## config.mk

```make
export PLATFORM = sky130hd
export DESIGN_NAME = nand_front_end
export DESIGN_NICKNAME = d
export VERILOG_FILES = /design/src/rtl/nfe_pkg.sv /design/src/rtl/nfe_strobe_sync.sv /design/src/rtl/nfe_cmd_decode.sv /design/src/rtl/nfe_addr_ctrl.sv /design/src/rtl/nand_front_end.sv
export SDC_FILE = /design/constraint.sdc
export NUM_CORES = 1
export LEC_CHECK = 0
export BUFFER_PORTS_ARGS = -buffer_cell sky130_fd_sc_hd__buf_2
export CELL_PAD_IN_SITES_DETAIL_PLACEMENT = 1
export CELL_PAD_IN_SITES_GLOBAL_PLACEMENT = 1
export CORE_MARGIN = 4
export CORE_UTILIZATION = 37
export DETAILED_ROUTE_END_ITERATION = 16
export PLACE_DENSITY_LB_ADDON = 0.2
export SLEW_MARGIN = 20
export SYNTH_ARGS = -nofsm -noshare
export SYNTH_HDL_FRONTEND = slang
export SYNTH_HIERARCHICAL = 1
export SYNTH_SLANG_ARGS = --single-unit
```

## constraint.sdc

```tcl
create_clock -name clk_i -period 2.33 [get_ports clk_i]
set_input_delay 0.466 -clock clk_i [delete_from_list [all_inputs] [get_ports clk_i]]
set_output_delay 0.466 -clock clk_i [all_outputs]
set_load 0.02 [all_outputs]
```

## src/rtl/nfe_pkg.sv

```systemverilog
package nfe_pkg;
  typedef enum logic [1:0] {RGN_LOW = 2'd0, RGN_HIGH = 2'd1, RGN_SPARE = 2'd2} region_e;
  typedef enum logic [1:0] {OUT_ARRAY = 2'd0, OUT_STATUS = 2'd1, OUT_ID = 2'd2} outsel_e;

  localparam logic [7:0] OP_READ_LO     = 8'h00;
  localparam logic [7:0] OP_READ_HI     = 8'h01;
  localparam logic [7:0] OP_READ_SP     = 8'h50;
  localparam logic [7:0] OP_LOAD        = 8'h80;
  localparam logic [7:0] OP_PROG        = 8'h10;
  localparam logic [7:0] OP_ERASE_SETUP = 8'h60;
  localparam logic [7:0] OP_ERASE_GO    = 8'hD0;
  localparam logic [7:0] OP_STATUS      = 8'h70;
  localparam logic [7:0] OP_IDENT       = 8'h90;
  localparam logic [7:0] OP_RESET       = 8'hFF;

  localparam logic [7:0] ID_MAKER  = 8'h98;
  localparam logic [7:0] ID_DEVICE = 8'hE5;
endpackage

```

## src/rtl/nfe_strobe_sync.sv

```systemverilog
module nfe_strobe_sync #(
  parameter int STAGES = 2
) (
  input  logic clk_i,
  input  logic rst_ni,
  input  logic strobe_ni,
  output logic rise_o,
  output logic fall_o
);
  logic [STAGES-1:0] sync_q;
  logic              prev_q;

  always_ff @(posedge clk_i or negedge rst_ni) begin
    if (!rst_ni) begin
      sync_q <= '1;
      prev_q <= 1'b1;
    end else begin
      sync_q <= {sync_q[STAGES-2:0], strobe_ni};
      prev_q <= sync_q[STAGES-1];
    end
  end

  assign rise_o = sync_q[STAGES-1] & ~prev_q;
  assign fall_o = ~sync_q[STAGES-1] & prev_q;


  single_rise_chk: assert property (@(posedge clk_i) disable iff (!rst_ni)
    rise_o |=> !rise_o);
endmodule

```

## src/rtl/nfe_cmd_decode.sv

```systemverilog
module nfe_cmd_decode
  import nfe_pkg::*;
(
  input  logic       clk_i,
  input  logic       rst_ni,
  input  logic       cmd_stb_i,
  input  logic [7:0] cmd_i,
  input  logic       busy_i,
  input  logic       id_step_i,
  output logic       acc_o,
  output outsel_e    out_sel_o,
  output logic       read_armed_o,
  output logic       id_second_o,
  output logic       prog_req_o,
  output logic       erase_req_o,
  output logic       reset_req_o,
  output logic       illegal_o
);
  logic    known, take;
  logic    prog_pend_q, erase_pend_q, read_armed_q, id_second_q;
  outsel_e out_sel_q;

  always_comb begin
    known = cmd_i inside {OP_READ_LO, OP_READ_HI, OP_READ_SP, OP_LOAD, OP_PROG,
                          OP_ERASE_SETUP, OP_ERASE_GO, OP_STATUS, OP_IDENT, OP_RESET};
    // busy filter: only reset and status pass
    take  = cmd_stb_i & (~busy_i | (cmd_i == OP_RESET) | (cmd_i == OP_STATUS));
    acc_o = take & known;
  end

  always_ff @(posedge clk_i or negedge rst_ni) begin
    if (!rst_ni) begin
      prog_pend_q  <= 1'b0;
      erase_pend_q <= 1'b0;
      read_armed_q <= 1'b0;
      id_second_q  <= 1'b0;
      out_sel_q    <= OUT_ARRAY;
      prog_req_o   <= 1'b0;
      erase_req_o  <= 1'b0;
      reset_req_o  <= 1'b0;
      illegal_o    <= 1'b0;
    end else begin
      prog_req_o  <= 1'b0;
      erase_req_o <= 1'b0;
      reset_req_o <= 1'b0;
      illegal_o   <= take & ~known;
      if (acc_o) begin
        prog_pend_q  <= (cmd_i == OP_LOAD);
        erase_pend_q <= (cmd_i == OP_ERASE_SETUP);
        prog_req_o   <= (cmd_i == OP_PROG) & prog_pend_q;
        erase_req_o  <= (cmd_i == OP_ERASE_GO) & erase_pend_q;
        reset_req_o  <= (cmd_i == OP_RESET);
        read_armed_q <= cmd_i inside {OP_READ_LO, OP_READ_HI, OP_READ_SP};
        case (cmd_i)
          OP_READ_LO, OP_READ_HI, OP_READ_SP, OP_RESET: out_sel_q <= OUT_ARRAY;
          OP_STATUS: out_sel_q <= OUT_STATUS;
          OP_IDENT:  out_sel_q <= OUT_ID;
          default:   ;
        endcase
        if (cmd_i == OP_IDENT) id_second_q <= 1'b0;
      end else if (id_step_i && out_sel_q == OUT_ID) begin
        id_second_q <= 1'b1;
      end
    end
  end

  assign out_sel_o    = out_sel_q;
  assign read_armed_o = read_armed_q;
  assign id_second_o  = id_second_q;


  busy_filter_chk: assert property (@(posedge clk_i) disable iff (!rst_ni)
    (cmd_stb_i && busy_i && cmd_i != OP_RESET && cmd_i != OP_STATUS)
      |=> $stable(out_sel_q) && !illegal_o && !prog_req_o && !erase_req_o);

  illegal_quiet_chk: assert property (@(posedge clk_i) disable iff (!rst_ni)
    illegal_o |-> !prog_req_o && !erase_req_o && !reset_req_o && $stable(out_sel_q));
endmodule

```

## src/rtl/nfe_addr_ctrl.sv

```systemverilog
module nfe_addr_ctrl
  import nfe_pkg::*;
#(
  parameter int MAIN_BYTES  = 512,
  parameter int SPARE_BYTES = 16,
  parameter int COL_W       = 10,
  parameter int PAGE_W      = 13
) (
  input  logic              clk_i,
  input  logic              rst_ni,
  input  logic              cmd_acc_i,
  input  logic [7:0]        cmd_i,
  input  logic              addr_stb_i,
  input  logic              din_stb_i,
  input  logic              rd_step_i,
  input  logic [7:0]        io_i,
  input  logic              read_armed_i,
  input  logic              busy_i,
  input  logic              short_page_i,
  output logic [COL_W-1:0]  col_o,
  output logic [PAGE_W-1:0] page_o,
  output logic              read_req_o
);
  localparam int LAST_FULL = MAIN_BYTES + SPARE_BYTES - 1;
  localparam int LAST_MAIN = MAIN_BYTES - 1;
  localparam int HALF      = MAIN_BYTES / 2;
  localparam int SPARE_W   = $clog2(SPARE_BYTES);
  localparam int PAGE_HI_W = PAGE_W - 8;

  logic [1:0]        acnt_q;
  logic [COL_W-1:0]  col_q, load_col, last_col, wrap_col;
  logic [PAGE_W-1:0] page_q;
  region_e           region_q;

  always_comb begin
    last_col = short_page_i ? COL_W'(LAST_MAIN) : COL_W'(LAST_FULL);
    wrap_col = (region_q == RGN_SPARE) ? COL_W'(MAIN_BYTES) : '0;
    case (region_q)
      RGN_HIGH:  load_col = COL_W'(HALF) + COL_W'(io_i);
      RGN_SPARE: load_col = COL_W'(MAIN_BYTES) + COL_W'(io_i[SPARE_W-1:0]);
      default:   load_col = COL_W'(io_i);
    endcase
  end

  always_ff @(posedge clk_i or negedge rst_ni) begin
    if (!rst_ni) begin
      acnt_q     <= '0;
      col_q      <= '0;
      page_q     <= '0;
      region_q   <= RGN_LOW;
      read_req_o <= 1'b0;
    end else begin
      read_req_o <= 1'b0;
      if (cmd_acc_i) begin
        // erase address carries no column byte
        acnt_q <= (cmd_i == OP_ERASE_SETUP) ? 2'd1 : 2'd0;
        case (cmd_i)
          OP_READ_LO: region_q <= RGN_LOW;
          OP_READ_HI: region_q <= RGN_HIGH;
          OP_READ_SP: region_q <= RGN_SPARE;
          OP_RESET: begin
            region_q <= RGN_LOW;
            col_q    <= '0;
            page_q   <= '0;
          end
          default: ;
        endcase
      end else if (addr_stb_i && !busy_i) begin
        if (acnt_q != 2'd3) acnt_q <= acnt_q + 2'd1;
        case (acnt_q)
          2'd0: begin
            col_q <= load_col;
            if (region_q == RGN_HIGH) region_q <= RGN_LOW;  // one page only
          end
          2'd1: page_q[7:0] <= io_i;
          2'd2: begin
            page_q[PAGE_W-1:8] <= io_i[PAGE_HI_W-1:0];
            read_req_o         <= read_armed_i;
          end
          default: ;
        endcase
      end else if (din_stb_i && !busy_i) begin
        if (col_q != last_col) col_q <= col_q + 1'b1;
      end else if (rd_step_i && !busy_i) begin
        if (col_q == last_col) begin
          col_q      <= wrap_col;
          page_q     <= page_q + 1'b1;
          read_req_o <= 1'b1;
        end else begin
          col_q <= col_q + 1'b1;
        end
      end
    end
  end

  assign col_o  = col_q;
  assign page_o = page_q;


  col_step_chk: assert property (@(posedge clk_i) disable iff (!rst_ni)
    (rd_step_i && !busy_i && !cmd_acc_i && !addr_stb_i && !din_stb_i && col_q != last_col)
      |=> col_q == $past(col_q) + 1'b1);

  wrap_req_chk: assert property (@(posedge clk_i) disable iff (!rst_ni)
    (rd_step_i && !busy_i && !cmd_acc_i && !addr_stb_i && !din_stb_i && col_q == last_col)
      |=> read_req_o && page_q == $past(page_q) + 1'b1);

  spare_base_chk: assert property (@(posedge clk_i) disable iff (!rst_ni)
    (addr_stb_i && !busy_i && !cmd_acc_i && acnt_q == 2'd0 && region_q == RGN_SPARE)
      |=> col_q >= COL_W'(MAIN_BYTES) && col_q <= COL_W'(LAST_FULL));

  extra_addr_chk: assert property (@(posedge clk_i) disable iff (!rst_ni)
    (addr_stb_i && !cmd_acc_i && acnt_q == 2'd3) |=> $stable(col_q) && $stable(page_q));
endmodule

```

## src/rtl/nand_front_end.sv

```systemverilog
module nand_front_end
  import nfe_pkg::*;
#(
  parameter int MAIN_BYTES  = 512,
  parameter int SPARE_BYTES = 16,
  parameter int PAGE_W      = 13,
  parameter int SYNC_STAGES = 2,
  parameter int COL_W       = $clog2(MAIN_BYTES + SPARE_BYTES)
) (
  input  logic              clk_i,
  input  logic              rst_ni,
  input  logic              cle_i,
  input  logic              ale_i,
  input  logic              we_ni,
  input  logic              re_ni,
  input  logic [7:0]        io_i,
  input  logic              wp_ni,
  input  logic              busy_i,
  input  logic              fail_i,
  input  logic              short_page_i,
  input  logic [7:0]        array_dout_i,
  output logic [7:0]        io_o,
  output logic [COL_W-1:0]  col_o,
  output logic [PAGE_W-1:0] page_o,
  output logic              din_we_o,
  output logic              read_req_o,
  output logic              prog_req_o,
  output logic              erase_req_o,
  output logic              reset_req_o,
  output logic              illegal_cmd_o
);
  localparam int N_STB = 2;  // 0: write strobe, 1: read strobe

  logic [N_STB-1:0] stb_n, stb_rise, stb_fall;
  assign stb_n = {re_ni, we_ni};

  for (genvar g = 0; g < N_STB; g++) begin : g_sync
    nfe_strobe_sync #(.STAGES(SYNC_STAGES)) u_sync (
      .clk_i    (clk_i),
      .rst_ni   (rst_ni),
      .strobe_ni(stb_n[g]),
      .rise_o   (stb_rise[g]),
      .fall_o   (stb_fall[g])
    );
  end

  logic    cmd_stb, addr_stb, din_stb, rd_step;
  logic    cmd_acc, read_armed, id_second;
  outsel_e out_sel;

  assign cmd_stb  = stb_rise[0] &  cle_i & ~ale_i;
  assign addr_stb = stb_rise[0] & ~cle_i &  ale_i;
  assign din_stb  = stb_rise[0] & ~cle_i & ~ale_i;
  assign rd_step  = stb_fall[1] & (out_sel == OUT_ARRAY);
  assign din_we_o = din_stb & ~busy_i;

  nfe_cmd_decode u_dec (
    .clk_i       (clk_i),
    .rst_ni      (rst_ni),
    .cmd_stb_i   (cmd_stb),
    .cmd_i       (io_i),
    .busy_i      (busy_i),
    .id_step_i   (stb_fall[1]),
    .acc_o       (cmd_acc),
    .out_sel_o   (out_sel),
    .read_armed_o(read_armed),
    .id_second_o (id_second),
    .prog_req_o  (prog_req_o),
    .erase_req_o (erase_req_o),
    .reset_req_o (reset_req_o),
    .illegal_o   (illegal_cmd_o)
  );

  nfe_addr_ctrl #(
    .MAIN_BYTES (MAIN_BYTES),
    .SPARE_BYTES(SPARE_BYTES),
    .COL_W      (COL_W),
    .PAGE_W     (PAGE_W)
  ) u_addr (
    .clk_i       (clk_i),
    .rst_ni      (rst_ni),
    .cmd_acc_i   (cmd_acc),
    .cmd_i       (io_i),
    .addr_stb_i  (addr_stb),
    .din_stb_i   (din_stb),
    .rd_step_i   (rd_step),
    .io_i        (io_i),
    .read_armed_i(read_armed),
    .busy_i      (busy_i),
    .short_page_i(short_page_i),
    .col_o       (col_o),
    .page_o      (page_o),
    .read_req_o  (read_req_o)
  );

  always_comb begin
    case (out_sel)
      OUT_STATUS: io_o = {wp_ni, ~busy_i, 5'b0, fail_i};
      OUT_ID:     io_o = id_second ? ID_DEVICE : ID_MAKER;
      default:    io_o = array_dout_i;
    endcase
  end


  one_request_chk: assert property (@(posedge clk_i) disable iff (!rst_ni)
    $onehot0({read_req_o, prog_req_o, erase_req_o, reset_req_o}));

  id_hold_col_chk: assert property (@(posedge clk_i) disable iff (!rst_ni)
    (stb_fall[1] && out_sel == OUT_ID && !stb_rise[0]) |=> $stable(col_o));
endmodule

```

==> flow_summary.yaml <==
worst_setup_path:
  worstSetupStartpoint: "io_i[3]"
  critPathArrivalTime_ns: 2.49
  end_kind: "flip-flop"
  cp_num_buf_inv: 4
  cp_slowest_cell: "or3_4"
  crit_path_max_fanout: 6
  crit_path_cell_trace: "buf_8, or3_4, or3_4, a21oi_4, o21ai_4, inv_2, buf_12, a2111oi_4, o41a_1, buf_6, a32o_1, a22o_1"
  start_kind: "primary input"
  worstSetupPathType: "primary input to flip-flop"
  required_ns: 2.51
  crit_family: "compound AO/OA/AOI/OAI gates"
  slowest_delay_ns: 0.36
  worstReg2RegStart: "g_sync[0].u_sync/prev_q$_DFF_PN1_"
  r2r_slack_ns: 0.07
  crit_top_cell: "or3_4"
floorplan:
  start_util_pct: 38.0
  core_area_um2: 8220
  fp-row-count: 33
  boundaryPins: 63
  die_h_um: 99.9
  dieWidth_um: 99.9
  die_area_um2: 9980
sta:
  slew_viol_final: 0
  tightest_slew_ns: 0.612
  fmax_mhz: 434
  setup_violations: 0
  hold_violations: 0
  min_period_ns: 2.31
  maxSlewHeadroom_pct: 59.0
  fin_crit_sh_pct: 99.0
  fin_skew_ns: 0.00777
  grt_setup_unrepaired: "true"
detailed_routing:
  wirelength_um: 10900
  routedWlPerCell_um: 18.8
  ant_nets: 0
  vias: 3374
  drc: 0
  via_per_inst: 5.80
  firstDrtPassIters: 4
  drt_iter0_drc: 123
synth:
  syn_avg_cell_area_um2: 8.71
  syn_nets: 396
  yosys_warnings: 6
  synthesis.instances: 359
  netlist_area_um2: 3130
run:
  cap_violations: 0
clocking:
  numCtsBuffers: 5
  clock_sinks: 44
  htreeDepth: 2
  cts_root_buf: "clkbuf_8"
  path_clk_slew_ns: 0.08
  cts_buffer_depth: 2
  cts-hold-fix-buffers: 0
  clk-insertion-delay-late_ns: 0.29
  cts_tree: "done"
final_layout:
  layout.cells.non_filler: 582
  fill_cells: 998
  diodes: 0
  nNetsFinal: 514
  drive_above_1_share_pct: 37.1
  fin_util_pct: 51.4
  final_area_um2: 4230
  area_growth_pct: 35.2
power_and_ir_drop:
  power.total_w: 0.00218
  p_leak_nw: 1.84
  power.density_nw_per_um2: 517
  vdd_drop_max_mv: 0.413
grt:
  antenna_found_initial: 0
  grt_overflow: 0
  grt.total_usage_pct: 22.0
  grt_pass1_wl_um: 17800
  grt_max_degree: 20
  grt_pass1_vias: 3536
hold_path:
  hold_path_class: "primary input to async pin"
status:
  outcome: "finished clean"
placed_design:
  place_congestion: 0.956
  dp_hpwl_um: 8460
  dpl.cell_count: 559
  post_dp_cell_area_um2: 3900
  portBuffers: 62
-- flip-flops by register name, summed over array words and instances, names as in the netlist --
register / cells
u_dec/out_sel_o: 2
u_dec/erase_req_o: 1
u_dec/erase_pend_q: 1
u_addr/read_req_o: 1
u_dec/read_armed_o: 1
u_dec/prog_req_o: 1
u_addr/col_o: 10
g_sync.u_sync/prev_q: 2
u_addr/page_o: 13
u_dec/illegal_o: 1
u_dec/prog_pend_q: 1
u_addr/acnt_q: 2
u_addr/region_q: 2
u_dec/reset_req_o: 1
g_sync.u_sync/sync_q: 4
u_dec/id_second_o: 1
-- per-layer routing --
layer  global-route usage, %  wire (µm)  vias up
li1                        -          -     1576
met1                    28.8       4950     1691
met2                    37.4       5220       86
met3                    3.13        518       21
met4                    6.72        240        0
met5                       0          0        -
-- final cells by class --
cell class | instances | area, µm² | area share [%]
clock buffers | 6 | 72.6 | 1.72
clock inverters | 1 | 5.00 | 0.118
flip-flops and latches | 44 | 1110 | 26.2
well taps | 105 | 131 | 3.11
multi-input cells | 278 | 1960 | 46.3
repair buffers | 130 | 881 | 20.8
inverters | 18 | 70.1 | 1.66
-- final timing paths --
path	end	cells after the start
max	u_addr/col_o[3]$_DFFE_PN0P_	12
min	u_addr/page_o[7]$_DFFE_PN0P_	1
max reg2reg	u_addr/col_o[5]$_DFFE_PN0P_	9
min reg2reg	g_sync[0].u_sync/sync_q[1]$_DFF_PN1_	0
max in group asynchronous	g_sync[0].u_sync/prev_q$_DFF_PN1_	2
min in group clk_i	g_sync[0].u_sync/sync_q[0]$_DFF_PN1_	1
-- cell usage in the layout (no fill, tap or decap), types with 3 or more instances in the layout --
cell type and n:
a21oi_1 22, a31oi_1 7, and2_1 4, and3_1 6, and4_1 3, buf_2 55, buf_4 66, buf_6 6
clkbuf_8 5, dfrtp_1 38, dfstp_2 6, ha_1 11, inv_1 15, mux2_4 3, nand2_1 20, nand2_2 4
nand2b_1 5, nand3_1 17, nand4_1 5, nand4b_1 3, nor2_1 27, nor3_1 12, nor4_1 9, nor4b_1 3
o21a_1 5, o21ai_0 34, o21ai_1 5, o2bb2ai_1 5, o31ai_1 5, o32a_1 3
-- power breakdown --
part	internal [W]	total, W	switching [W]
combinational	0.000288	0.000699	0.000411
clock	0.000204	0.000461	0.000257
sequential	0.000866	0.00102	0.000157
total	0.00136	0.00218	0.000825
-- through the flow --
step           worst slack [ns]  hold slack, ns  setup TNS (ns)
2_1_floorplan            -0.242           0.170           -3.08
3_3_place_gp             -0.285           0.347           -4.81
3_5_place_dp             -0.380           0.347           -6.10
4_1_cts                 0.00120           0.119               0
5_1_grt                 -0.0370           0.130          -0.128
6_report                 0.0240           0.115               0
-- timing repair --
action | 4_1_cts | 5_1_grt
gates cloned | 0 | 0
pin swaps | 4 | 10
gates resized for setup | 7 | 33
buffers inserted | 6 | 10
endpoints found under the setup margin | 19 | 23
No activity file was read; power rests on OpenSTA's default activity.
